### src/rtl/i2c_tgt_pkg.sv
// Package: shared constants and the link state type for the I2C target.
// Assumes a 7-bit address and 8-bit bytes, as the bus protocol fixes them.
package i2c_tgt_pkg;

    localparam int BYTE_W   = 8;
    localparam int ADDR_W   = 7;
    localparam int SEL_W    = 2;
    localparam int BITCNT_W = 4;

    localparam logic [SEL_W-1:0] SEL_OWN  = 2'd0;
    localparam logic [SEL_W-1:0] SEL_STAT = 2'd1;
    localparam logic [SEL_W-1:0] SEL_DATA = 2'd2;

    localparam int STAT_IRQ_BIT = 7;

    typedef enum logic [2:0] {
        LS_IDLE,
        LS_ADDR,
        LS_RX,
        LS_ACK_OUT,
        LS_HOLD,
        LS_TX,
        LS_TX_ACK
    } link_st_t;

endpackage

### src/rtl/i2c_tgt_sync.sv
// Module: synchronizes SCL and SDA and derives START, STOP and SCL edges.
// Assumes both lines idle high. Every detector output is a one-cycle pulse.
module i2c_tgt_sync #(
    parameter int STAGES = 2
) (
    input  logic clk,
    input  logic rst_n,
    input  logic scl_raw,
    input  logic sda_raw,
    output logic scl_s,
    output logic sda_s,
    output logic start_det,
    output logic stop_det,
    output logic scl_rise,
    output logic scl_fall
);
    localparam int LINES = 2;

    logic [LINES-1:0] raw_in;
    logic [LINES-1:0] synced;
    logic [LINES-1:0] prev;

    assign raw_in = {sda_raw, scl_raw};

    for (genvar g = 0; g < LINES; g++) begin : g_line
        logic [STAGES-1:0] pipe;

        // Shift one line through its synchronizer chain (reset to idle high).
        always_ff @(posedge clk) begin
            if (!rst_n) pipe <= '1;
            else        pipe <= {pipe[STAGES-2:0], raw_in[g]};
        end

        assign synced[g] = pipe[STAGES-1];
    end

    // Keep the previous synchronized level for edge detection.
    always_ff @(posedge clk) begin
        if (!rst_n) prev <= '1;
        else        prev <= synced;
    end

    assign scl_s     = synced[0];
    assign sda_s     = synced[1];
    assign scl_rise  = synced[0] & ~prev[0];
    assign scl_fall  = ~synced[0] & prev[0];
    assign start_det = synced[0] & prev[0] & prev[1] & ~synced[1];
    assign stop_det  = synced[0] & prev[0] & ~prev[1] & synced[1];

endmodule

### src/rtl/i2c_tgt_link.sv
// Module: bit-level target state machine (address, receive, transmit, hold).
// Assumes synchronized inputs and single-cycle edge pulses from i2c_tgt_sync.
// SCL is held low after each acknowledged byte until svc_done is seen.
module i2c_tgt_link
    import i2c_tgt_pkg::*;
(
    input  logic              clk,
    input  logic              rst_n,
    input  logic              start_det,
    input  logic              stop_det,
    input  logic              scl_rise,
    input  logic              scl_fall,
    input  logic              sda_bit,
    input  logic [ADDR_W-1:0] own_addr,
    input  logic [BYTE_W-1:0] tx_byte,
    input  logic              svc_done,
    output logic              busy,
    output logic              hit,
    output logic              dir_tx,
    output logic              nack,
    output logic              byte_evt,
    output logic              rx_load,
    output logic [BYTE_W-1:0] rx_byte,
    output logic              scl_low,
    output logic              sda_low
);
    localparam logic [BITCNT_W-1:0] LAST_BIT = BITCNT_W'(BYTE_W - 1);
    localparam logic [BITCNT_W-1:0] BYTE_END = BITCNT_W'(BYTE_W);
    localparam logic [BITCNT_W-1:0] ACK_END  = BITCNT_W'(BYTE_W + 1);

    link_st_t            state;
    logic [BITCNT_W-1:0] bit_cnt;
    logic [BYTE_W-1:0]   shreg;

    assign rx_byte = shreg;

    // Advance the link state machine and its flags on synchronized bus events.
    always_ff @(posedge clk) begin
        if (!rst_n) begin
            state    <= LS_IDLE;
            bit_cnt  <= '0;
            shreg    <= '0;
            busy     <= 1'b0;
            hit      <= 1'b0;
            dir_tx   <= 1'b0;
            nack     <= 1'b0;
            byte_evt <= 1'b0;
            rx_load  <= 1'b0;
            scl_low  <= 1'b0;
            sda_low  <= 1'b0;
        end else begin
            byte_evt <= 1'b0;
            rx_load  <= 1'b0;
            if (start_det) begin
                busy    <= 1'b1;
                state   <= LS_ADDR;
                bit_cnt <= '0;
                scl_low <= 1'b0;
                sda_low <= 1'b0;
            end else if (stop_det) begin
                busy    <= 1'b0;
                state   <= LS_IDLE;
                scl_low <= 1'b0;
                sda_low <= 1'b0;
            end else begin
                unique case (state)
                    LS_ADDR: begin
                        if (scl_rise) begin
                            shreg   <= {shreg[BYTE_W-2:0], sda_bit};
                            bit_cnt <= bit_cnt + 1'b1;
                            if (bit_cnt == LAST_BIT) begin
                                if (shreg[ADDR_W-1:0] == own_addr) begin
                                    hit      <= 1'b1;
                                    dir_tx   <= sda_bit;
                                    byte_evt <= 1'b1;
                                end else begin
                                    hit <= 1'b0;
                                end
                            end
                        end else if (scl_fall && bit_cnt == BYTE_END) begin
                            if (hit) begin
                                sda_low <= 1'b1;
                                state   <= LS_ACK_OUT;
                            end else begin
                                state <= LS_IDLE;
                            end
                        end
                    end
                    LS_RX: begin
                        if (scl_rise) begin
                            shreg   <= {shreg[BYTE_W-2:0], sda_bit};
                            bit_cnt <= bit_cnt + 1'b1;
                            if (bit_cnt == LAST_BIT) begin
                                rx_load  <= 1'b1;
                                byte_evt <= 1'b1;
                            end
                        end else if (scl_fall && bit_cnt == BYTE_END) begin
                            sda_low <= 1'b1;
                            state   <= LS_ACK_OUT;
                        end
                    end
                    LS_ACK_OUT: begin
                        if (scl_fall) begin
                            sda_low <= 1'b0;
                            scl_low <= 1'b1;
                            state   <= LS_HOLD;
                        end
                    end
                    LS_HOLD: begin
                        if (svc_done) begin
                            scl_low <= 1'b0;
                            bit_cnt <= '0;
                            if (dir_tx) begin
                                shreg   <= tx_byte;
                                sda_low <= ~tx_byte[BYTE_W-1];
                                state   <= LS_TX;
                            end else begin
                                state <= LS_RX;
                            end
                        end
                    end
                    LS_TX: begin
                        if (scl_rise) begin
                            bit_cnt <= bit_cnt + 1'b1;
                        end else if (scl_fall && bit_cnt != '0) begin
                            if (bit_cnt == BYTE_END) begin
                                sda_low <= 1'b0;
                                state   <= LS_TX_ACK;
                            end else begin
                                shreg   <= {shreg[BYTE_W-2:0], 1'b0};
                                sda_low <= ~shreg[BYTE_W-2];
                            end
                        end
                    end
                    LS_TX_ACK: begin
                        if (scl_rise) begin
                            nack     <= sda_bit;
                            byte_evt <= 1'b1;
                            bit_cnt  <= bit_cnt + 1'b1;
                        end else if (scl_fall && bit_cnt == ACK_END) begin
                            if (nack) begin
                                state <= LS_IDLE;
                            end else begin
                                scl_low <= 1'b1;
                                state   <= LS_HOLD;
                            end
                        end
                    end
                    default: begin
                        state <= LS_IDLE;
                    end
                endcase
            end
        end
    end

endmodule

### src/rtl/i2c_tgt_regs.sv
// Module: software-visible registers (own address, status/control, data).
// Assumes single-cycle strobes. A data read or write is the hold service.
module i2c_tgt_regs
    import i2c_tgt_pkg::*;
(
    input  logic              clk,
    input  logic              rst_n,
    input  logic [SEL_W-1:0]  reg_sel,
    input  logic              reg_wr,
    input  logic              reg_rd,
    input  logic [BYTE_W-1:0] reg_wdata,
    output logic [BYTE_W-1:0] reg_rdata,
    input  logic              busy,
    input  logic              hit,
    input  logic              dir_tx,
    input  logic              nack,
    input  logic              byte_evt,
    input  logic              rx_load,
    input  logic [BYTE_W-1:0] rx_byte,
    output logic [ADDR_W-1:0] own_addr,
    output logic [BYTE_W-1:0] tx_byte,
    output logic              svc_done,
    output logic              irq
);
    logic wr_own, wr_stat, wr_data, rd_data;

    assign wr_own  = reg_wr && reg_sel == SEL_OWN;
    assign wr_stat = reg_wr && reg_sel == SEL_STAT;
    assign wr_data = reg_wr && reg_sel == SEL_DATA;
    assign rd_data = reg_rd && reg_sel == SEL_DATA;

    // Store the own address from write-data bits 7..1.
    always_ff @(posedge clk) begin
        if (!rst_n)      own_addr <= '0;
        else if (wr_own) own_addr <= reg_wdata[BYTE_W-1:1];
    end

    // Shared data register: a received byte wins over a software write.
    always_ff @(posedge clk) begin
        if (!rst_n)       tx_byte <= '0;
        else if (rx_load) tx_byte <= rx_byte;
        else if (wr_data) tx_byte <= reg_wdata;
    end

    // Interrupt pending: set per event, cleared by writing 1 to its status bit.
    always_ff @(posedge clk) begin
        if (!rst_n)                                  irq <= 1'b0;
        else if (byte_evt)                           irq <= 1'b1;
        else if (wr_stat && reg_wdata[STAT_IRQ_BIT]) irq <= 1'b0;
    end

    // Service latch: cleared per byte event, set by the access that the direction needs.
    always_ff @(posedge clk) begin
        if (!rst_n)                              svc_done <= 1'b0;
        else if (byte_evt)                       svc_done <= 1'b0;
        else if (dir_tx ? wr_data : rd_data)     svc_done <= 1'b1;
    end

    // Combinational read-back multiplexer.
    always_comb begin
        unique case (reg_sel)
            SEL_OWN:  reg_rdata = {own_addr, 1'b0};
            SEL_STAT: reg_rdata = {irq, 3'b000, nack, dir_tx, hit, busy};
            SEL_DATA: reg_rdata = tx_byte;
            default:  reg_rdata = '0;
        endcase
    end

endmodule

### src/rtl/i2c_tgt_ctrl.sv
// Module: top of the I2C target controller. It wires the synchronizer, the link
// state machine and the register file. It assumes open-drain pads outside:
// a high *_low_o output pulls the line low.
module i2c_tgt_ctrl
    import i2c_tgt_pkg::*;
#(
    parameter int SYNC_STAGES = 2
) (
    input  logic              clk,
    input  logic              rst_n,
    input  logic [SEL_W-1:0]  reg_sel,
    input  logic              reg_wr,
    input  logic              reg_rd,
    input  logic [BYTE_W-1:0] reg_wdata,
    output logic [BYTE_W-1:0] reg_rdata,
    input  logic              scl_i,
    input  logic              sda_i,
    output logic              scl_low_o,
    output logic              sda_low_o,
    output logic              irq_o
);
    logic              scl_s, sda_s;
    logic              start_det, stop_det, scl_rise, scl_fall;
    logic              busy, hit, dir_tx, nack;
    logic              byte_evt, rx_load, svc_done;
    logic [BYTE_W-1:0] rx_byte, tx_byte;
    logic [ADDR_W-1:0] own_addr;

    i2c_tgt_sync #(.STAGES(SYNC_STAGES)) u_sync (
        .clk       (clk),
        .rst_n     (rst_n),
        .scl_raw   (scl_i),
        .sda_raw   (sda_i),
        .scl_s     (scl_s),
        .sda_s     (sda_s),
        .start_det (start_det),
        .stop_det  (stop_det),
        .scl_rise  (scl_rise),
        .scl_fall  (scl_fall)
    );

    i2c_tgt_link u_link (
        .clk       (clk),
        .rst_n     (rst_n),
        .start_det (start_det),
        .stop_det  (stop_det),
        .scl_rise  (scl_rise),
        .scl_fall  (scl_fall),
        .sda_bit   (sda_s),
        .own_addr  (own_addr),
        .tx_byte   (tx_byte),
        .svc_done  (svc_done),
        .busy      (busy),
        .hit       (hit),
        .dir_tx    (dir_tx),
        .nack      (nack),
        .byte_evt  (byte_evt),
        .rx_load   (rx_load),
        .rx_byte   (rx_byte),
        .scl_low   (scl_low_o),
        .sda_low   (sda_low_o)
    );

    i2c_tgt_regs u_regs (
        .clk       (clk),
        .rst_n     (rst_n),
        .reg_sel   (reg_sel),
        .reg_wr    (reg_wr),
        .reg_rd    (reg_rd),
        .reg_wdata (reg_wdata),
        .reg_rdata (reg_rdata),
        .busy      (busy),
        .hit       (hit),
        .dir_tx    (dir_tx),
        .nack      (nack),
        .byte_evt  (byte_evt),
        .rx_load   (rx_load),
        .rx_byte   (rx_byte),
        .own_addr  (own_addr),
        .tx_byte   (tx_byte),
        .svc_done  (svc_done),
        .irq       (irq_o)
    );

endmodule

### config.mk
export PLATFORM = sky130hd
export DESIGN_NAME = i2c_tgt_ctrl
export DESIGN_NICKNAME = d
export VERILOG_FILES = /design/src/rtl/i2c_tgt_pkg.sv /design/src/rtl/i2c_tgt_sync.sv /design/src/rtl/i2c_tgt_link.sv /design/src/rtl/i2c_tgt_regs.sv /design/src/rtl/i2c_tgt_ctrl.sv
export SDC_FILE = /design/constraint.sdc
export NUM_CORES = 1
export LEC_CHECK = 0
export ABC_AREA = 1
export ABC_CLOCK_PERIOD_IN_PS = 2500
export CAP_MARGIN = 20
export CORE_MARGIN = 2
export CORE_UTILIZATION = 55
export DETAILED_ROUTE_END_ITERATION = 8
export DONT_BUFFER_PORTS = 1
export PLACE_DENSITY_LB_ADDON = 0.25
export SETUP_SLACK_MARGIN = 0.05
export SYNTH_ARGS = -nofsm -noshare
export SYNTH_HDL_FRONTEND = slang
export SYNTH_SLANG_ARGS = --single-unit
export TNS_END_PERCENT = 50
### constraint.sdc
create_clock -name clk -period 2.5 [get_ports clk]
set_input_delay 0.5 -clock clk [delete_from_list [all_inputs] [get_ports clk]]
set_output_delay 0.5 -clock clk [all_outputs]
set_load 0.01 [all_outputs]
==> key figures, run 1 <==
Outcome
  – Run status: completed

Worst setup path
  – Worst setup EP type: register
  – Reg-to-Reg End: u_regs.tx_byte[7]
  – FF-to-FF path depth: 4
  – Kind of critical path: reg2reg
  – Worst EP arrival: around 2.1 ns
  – Startpoint Class: register
  – Worst Path Required: 2.74 ns
  – Slowest CP cell: dfxtp_1
  – Worst path cell trace: clkinv_1 > nand2_1 > o21ai_0 > a31oi_1
  – Crit Path Max Fanout: 16
  – R2r startpoint: u_link.rx_load
  – R2R Setup Slk: roughly 0.60 ns
  – CP peak stage delay: 0.56 ns

Place
  – PortBufs: 0
  – Worst slack, placed: 0.693 ns
  – Final HPWL DP: between 4000 and 5000 µm
  – Gpl congestion: 0.912

Die
  – # IOs: 27
  – Row count: 24
  – Height of the die: roughly 72 µm
  – Die footprint: approximately 5200 µm²
  – Core area: between 4000 and 5000 µm²
  – Width of the die: ~70 µm
  – Initial Util: around 58%

Power
  – Worst vdd ir: 0.442 mV
  – Final total power: around 2300 µW
  – Pwr per Cell Area: between 800 and 900 nW/µm²
  – Leak: 0.00118 µW

STA
  – Relative slew slack: 63.6%
  – Hold Fails Final Rpt: 0
  – Fmax: 0.526 GHz
  – Final worst slack: 0.599 ns
  – Hold_ws: between 0.2 and 0.3 ns
  – Finish-stage setup viols: 0
  – Min cycle time layout: 1.90 ns
  – Period utilisation layout: between 70% and 80%
  – Setup TNS after final layout: 0 ns
  – Final Max Slew Viols: 0
  – Fin Clk Skew: approximately 0.014 ns
  – RSZ-0062 raised after global routing: no
  – Worst-Margin Slew: ~0.54 ns

CTS
  – # hold bufs at CTS: 0
  – Root Driver: clkbuf_8
  – Post-CTS Setup Bufs: 0
  – Clock tree buffer depth: 2
  – CTS resizes: 0
  – CTS tree: yes
  – Clk slew on worst S/H paths: 0.10 ns
  – Inserted Clock Buffers: 5
  – Htree depth: 2
  – Clock Sinks: 46
  – Worst-Skew Late Latency: ~0.32 ns

Synthesis
  – Synth area leader: dfxtp_1
  – Area contributors post-synth: dfxtp_1, nand2_1, o21ai_0
  – Count leader, synth: nand2_1
  – Synth Register Bits: between 40 and 50
  – EDFF count, synth: 0
  – Syn avg cell area: between 6 and 7 µm²
  – Top cell type's share of synthesized area: between 30% and 40%
  – Top FF cell, synth: dfxtp_1
  – Post-Syn Area: between 2000 and 3000 µm²
  – Post-Synthesis Net Count: approximately 400
  – Synth warnings: 0
  – Synth top cells by count: nand2_1, dfxtp_1, inv_1
  – Async SR Flop Fraction: 0%
  – Seq/Total Area, Yosys: a little over a third
  – Synth Instances: 380
  – Library cells used by synthesis: 36

Hold path
  – Hold WC Path Type: in2reg
  – Worst min-delay path endpoint: u_sync.prev[1]
  – Hold Path Stages: 1
  – Hold wc startpoint: rst_n

Routing
  – ANT nets after route: 0
  – WL final: around 6300 µm
  – Vias/cell: roughly 5.6
  – Via Count: between 2000 and 2500
  – Iteration-0 DRC Markers: 224
  – DRC: 0
  – Pre-antenna DRT Iters: 5
  – Drt wl/cell: between 10 and 15 µm

Finish
  – Fin util: around three fifths
  – Flip-flop and latch area: between 900 and 1000 µm²
  – ANT cells: 0
  – Multi-input logic area: roughly 1400 µm²
  – Area delta synth->final: 3.44%
  – Final Net Count: roughly 400
  – Fraction of layout cells with a size suffix above 1: a little over a tenth
  – Fillers: between 400 and 500

Global route
  – Total gr overflow: 0
  – Initial antenna violation count: 0
  – Largest net degree at the start of global routing: 32
  – Gr usage total: between 20 and 30%
  – First-pass GRT wire length: about 10000 µm
  – Number of global-route vias before repair: ~2200

Run
  – Max Cap Viol: 0
==> kinds of logic (layout without fill, tap and decap cells) <==
kind of cell,Yosys count,in the layout,synth area share (%)
xor gates and xnor gates,5,5,1.72
DFF,46,46,36.2
adders and majority gates,3,3,1.48
and+or+nand+nor,193,193,34.5
buffers and inverters,55,54,9.34
AOI/OAI and AO/OA,78,78,16.8
==> critical path: cells and delay by family (launching register included) <==
| kind | cells | cell delay [ns] |
|---|---|---|
| flip-flops | 1 | 0.56 |
| buffers and inverters | 1 | 0.40 |
| AND/OR/NAND/NOR | 1 | 0.55 |
| AO/OA/AOI/OAI | 2 | 0.31 |
==> state kept, by name, indices dropped and copies added, names as in the netlist <==
| name | count |
|---|---|
| u_link.bit_cnt | 4 |
| u_link.busy | 1 |
| u_link.byte_evt | 1 |
| u_link.dir_tx | 1 |
| u_link.hit | 1 |
| u_link.nack | 1 |
| u_link.rx_byte | 8 |
| u_link.rx_load | 1 |
| u_link.scl_low | 1 |
| u_link.sda_low | 1 |
| u_link.state | 3 |
| u_regs.irq | 1 |
| u_regs.own_addr | 7 |
| u_regs.svc_done | 1 |
| u_regs.tx_byte | 8 |
| u_sync.g_line.pipe | 4 |
| u_sync.prev | 2 |
==> power by group <==
group	switching [µW]	leakage, µW	internal [µW]	total, µW
Combinational	610	0.000758	305	915
Clock	280	0.0000483	197	477
Sequential	112	0.000376	826	938
==> through the flow <==
step                      area [µm²]  cells
after floorplan                 2540    380
after global placement          2540    423
after detailed placement        2540    423
after CTS                       2630    431
after global routing            2630    431
final                           2630    431
==> layout make-up <==
class	count	area share (%)
Multi-Input combinational cell	279	52.7
Sequential cell	46	35.0
Inverter	46	6.56
Clock buffer	5	2.61
Tap cell	52	2.47
Clock inverter	3	0.713
==> layer usage <==
metal / share of wire (%) / wire length, µm / track usage [%]
met1: 47 / 2970 / 34.6
met2: 45 / 2850 / 40.9
met3: 5.6 / 349 / 5.14
met4: 1.6 / 99 / 7.34
met5: 0 / 0 / 0
==> worst max-delay path by stage <==
stage	from	to	slack [ns]
5_1_grt	u_link.rx_load	u_regs.tx_byte[4]	0.39
4_1_cts	u_link.rx_load	u_regs.tx_byte[7]	0.66
3_3_place_gp	u_link.rx_load	u_regs.tx_byte[3]	0.73
2_1_floorplan	reg_sel[0]	reg_rdata[4]	0.91
3_5_place_dp	u_link.rx_load	u_regs.tx_byte[7]	0.69
6_report	u_link.rx_load	u_regs.tx_byte[7]	0.60
==> placed cells by master, fill, tap and decap left out, types with 2 or more instances in the layout <==
cell,n
a21oi_1,22
a31oi_1,8
clkbuf_8,5
clkinv_2,2
dfxtp_1,46
ha_1,3
inv_1,42
inv_2,3
nand2_1,104
nand2_2,5
nand2_4,3
nand3_1,17
nand4_1,2
nor2_1,39
nor2_2,12
o211ai_1,5
o21ai_0,36
o21ai_1,2
o22ai_1,2
or2_2,4
xnor2_1,3
xor2_1,2
(Power assumes the default switching activity.)
==> inputs of run 2 (changes only) <==
ABC_CLOCK_PERIOD_IN_PS = 1760   (was 2500)
clock period = 1.76 ns   (was 2.5 ns; I/O delays follow)
==> key figures, run 2 (synthesized netlist as in run 1, its figures left out) <==
Worst setup path
  – Crit Path Max Fanout: 8 (-8)
  – Worst Path Required: 1.95 ns (-0.79 ns)
  – Startpoint Class: register
  – Worst EP arrival: 1.81 ns (-0.33 ns)
  – Kind of critical path: reg2reg
  – Worst setup EP type: register

Global route
  – GR peak layer: met2
  – M1 GR Usage: 36.3% (+1.8 points)
  – First-pass GRT wire length: 10700 µm (+4.9%)
  – Met3 Use GR: 4.03% (-1.1 points)
  – Total gr overflow: 0 (unchanged)
  – Number of global-route vias before repair: 2286 (+5.2%)
  – Met2 GRT Util: 41.9% (+0.93 points)
  – Gr usage total: 26.5% (+1.1 points)
  – Largest net degree at the start of global routing: 32 (unchanged)
  – Initial antenna violation count: 0 (unchanged)

Hold path
  – Hold WC Path Type: in2reg

CTS
  – Htree depth: 2 (unchanged)
  – Post-CTS Setup Bufs: 0 (unchanged)
  – Root Driver: clkbuf_8
  – Clk slew on worst S/H paths: 0.09 ns (about the same)
  – CTS tree: yes
  – Inserted Clock Buffers: 5 (unchanged)
  – Clock tree buffer depth: 2 (unchanged)
  – Clock Sinks: 46 (unchanged)
  – Worst-Skew Late Latency: 0.30 ns (-0.02 ns)

STA
  – Final worst slack: 0.142 ns (-0.457 ns)
  – Fin Clk Skew: 0.0145 ns (+0.000657 ns)
  – Relative slew slack: 66.8% (+3.2 points)
  – Final Max Slew Viols: 0 (unchanged)
  – Worst-Margin Slew: 0.494 ns (-0.0498 ns)
  – RSZ-0062 raised after global routing: yes
  – Fmax: 0.618 GHz (+17%)
  – Hold Fails Final Rpt: 0 (unchanged)
  – Finish-stage setup viols: 0 (unchanged)
  – Min cycle time layout: 1.62 ns (-0.283 ns)
  – Period utilisation layout: 91.9% (+16 points)

Finish
  – Layout Cells excl Fill: 439 (+1.9%)
  – Fraction of layout cells with a size suffix above 1: 14.2% (+3.7 points)
  – Most frequent cells in the layout: nand2_1, dfxtp_1, inv_1
  – ANT cells: 0 (unchanged)
  – Final Net Count: 406 (+2.3%)
  – Most common cell after layout, fill and taps aside: nand2_1
  – Area delta synth->final: 8.51%

Die
  – Die footprint: 5190 µm² (unchanged)
  – Row count: 24 (unchanged)
  – # IOs: 27 (unchanged)
  – Width of the die: 72.0 µm (unchanged)
  – Height of the die: 72.0 µm (unchanged)
  – Core area: 4410 µm² (unchanged)
  – Initial Util: 57.7% (unchanged)

Routing
  – Pre-antenna DRT Iters: 5 (unchanged)
  – WL final: 6650 µm (+6.1%)
  – Iteration-0 DRC Markers: 219 (-2.2%)
  – Vias/cell: 5.75 (+3.1%)
  – DRC: 0 (unchanged)
  – ANT nets after route: 0 (unchanged)
  – Drt wl/cell: 15.1 µm (+4.1%)
  – Via Count: 2523 (+5.0%)

Power
  – Pwr per Cell Area: 1290 nW/µm² (+46%)
  – Worst vdd ir: 0.608 mV (+38%)
  – Final total power: 3570 µW (+53%)
  – Leak: 0.00125 µW (+5.4%)

Outcome
  – Run status: completed

Place
  – DP Cell Count: 431 (+1.9%)
  – Worst slack, placed: -0.0194 ns (-0.712 ns)
  – Final HPWL DP: 4790 µm (+3.7%)
  – Gpl congestion: 0.893 (-2.1%)
  – PortBufs: 0 (unchanged)

Run
  – Max Cap Viol: 0 (unchanged)
[run 2: changes by cell type in the layout (fill, tap and decap cells not counted), sizes merged]
cell    change
nand3b      +1
clkinv      -2
bufinv      +1
clkbuf      +1
buf         +8
inv         -1
[run 2: repair_timing]
| item | 4_1_cts | 5_1_grt |
|---|---|---|
| pin swaps | 0 | 0 |
| resized for setup | 5 | 8 |
| setup endpoints to repair | 3 | 13 |
| cloned | 0 | 1 |
| hold buffers | 0 | 0 |
[run 2: final cells by class]
cell class                      instances  area, µm²
Multi-Input combinational cell        280       1430
Fill cell                             418       1650
Sequential cell                        46        925
Clock buffer                            6       82.6
Timing Repair Buffer                    8       60.1
Inverter                               46        173
Tap cell                               52       65.1
Clock inverter                          1       30.0
[run 2: metrics by stage]
stage | util, % | hold slack [ns] | setup TNS, ns | cell area (µm²)
2_1_floorplan | - | 0.393 | 0 | 2540
3_3_place_gp | 59.0 | 0.393 | 0 | 2610
3_5_place_dp | 59.0 | 0.398 | -0.0194 | 2610
4_1_cts | 61.8 | 0.118 | 0 | 2730
5_1_grt | 62.6 | 0.126 | 0 | 2760
6_report | 62.6 | 0.125 | 0 | 2760
[run 2: path summary, 6_finish.rpt]
kind,slack (ns),cells past startpoint,end,from
max,0.14,8,u_link.rx_byte[7],u_link.state[0]
min,0.13,1,u_sync.prev[0],rst_n
max reg2reg,0.14,8,u_link.rx_byte[7],u_link.state[0]
min reg2reg,0.41,1,u_sync.g_line[1].pipe[1],u_sync.g_line[1].pipe[0]
[run 2: routing by layer]
metal | share of wire (%) | vias up
met4 | 1.8 | 0
met5 | 0 | -
met2 | 46 | 106
met3 | 6.6 | 15
li1 | - | 1234
met1 | 46 | 1168
[run 2: power breakdown]
| part | total, µW | leakage [µW] | switching [µW] | internal, µW |
|---|---|---|---|---|
| sequential | 1340 | 0.000377 | 165 | 1180 |
| clock | 817 | 0.0000573 | 362 | 455 |
| combinational | 1410 | 0.000811 | 921 | 489 |
| total | 3570 | 0.00125 | 1450 | 2120 |
[run 2: worst max-delay path: stages (launching register included)]
cell and delay [ns]:
dfxtp_2 0.40, inv_2 0.11, nand2_2 0.10, nor2_2 0.20, o21ai_1 0.11, nand2_1 0.21
nand3b_4 0.17, nor2_1 0.16, nor2_2 0.05
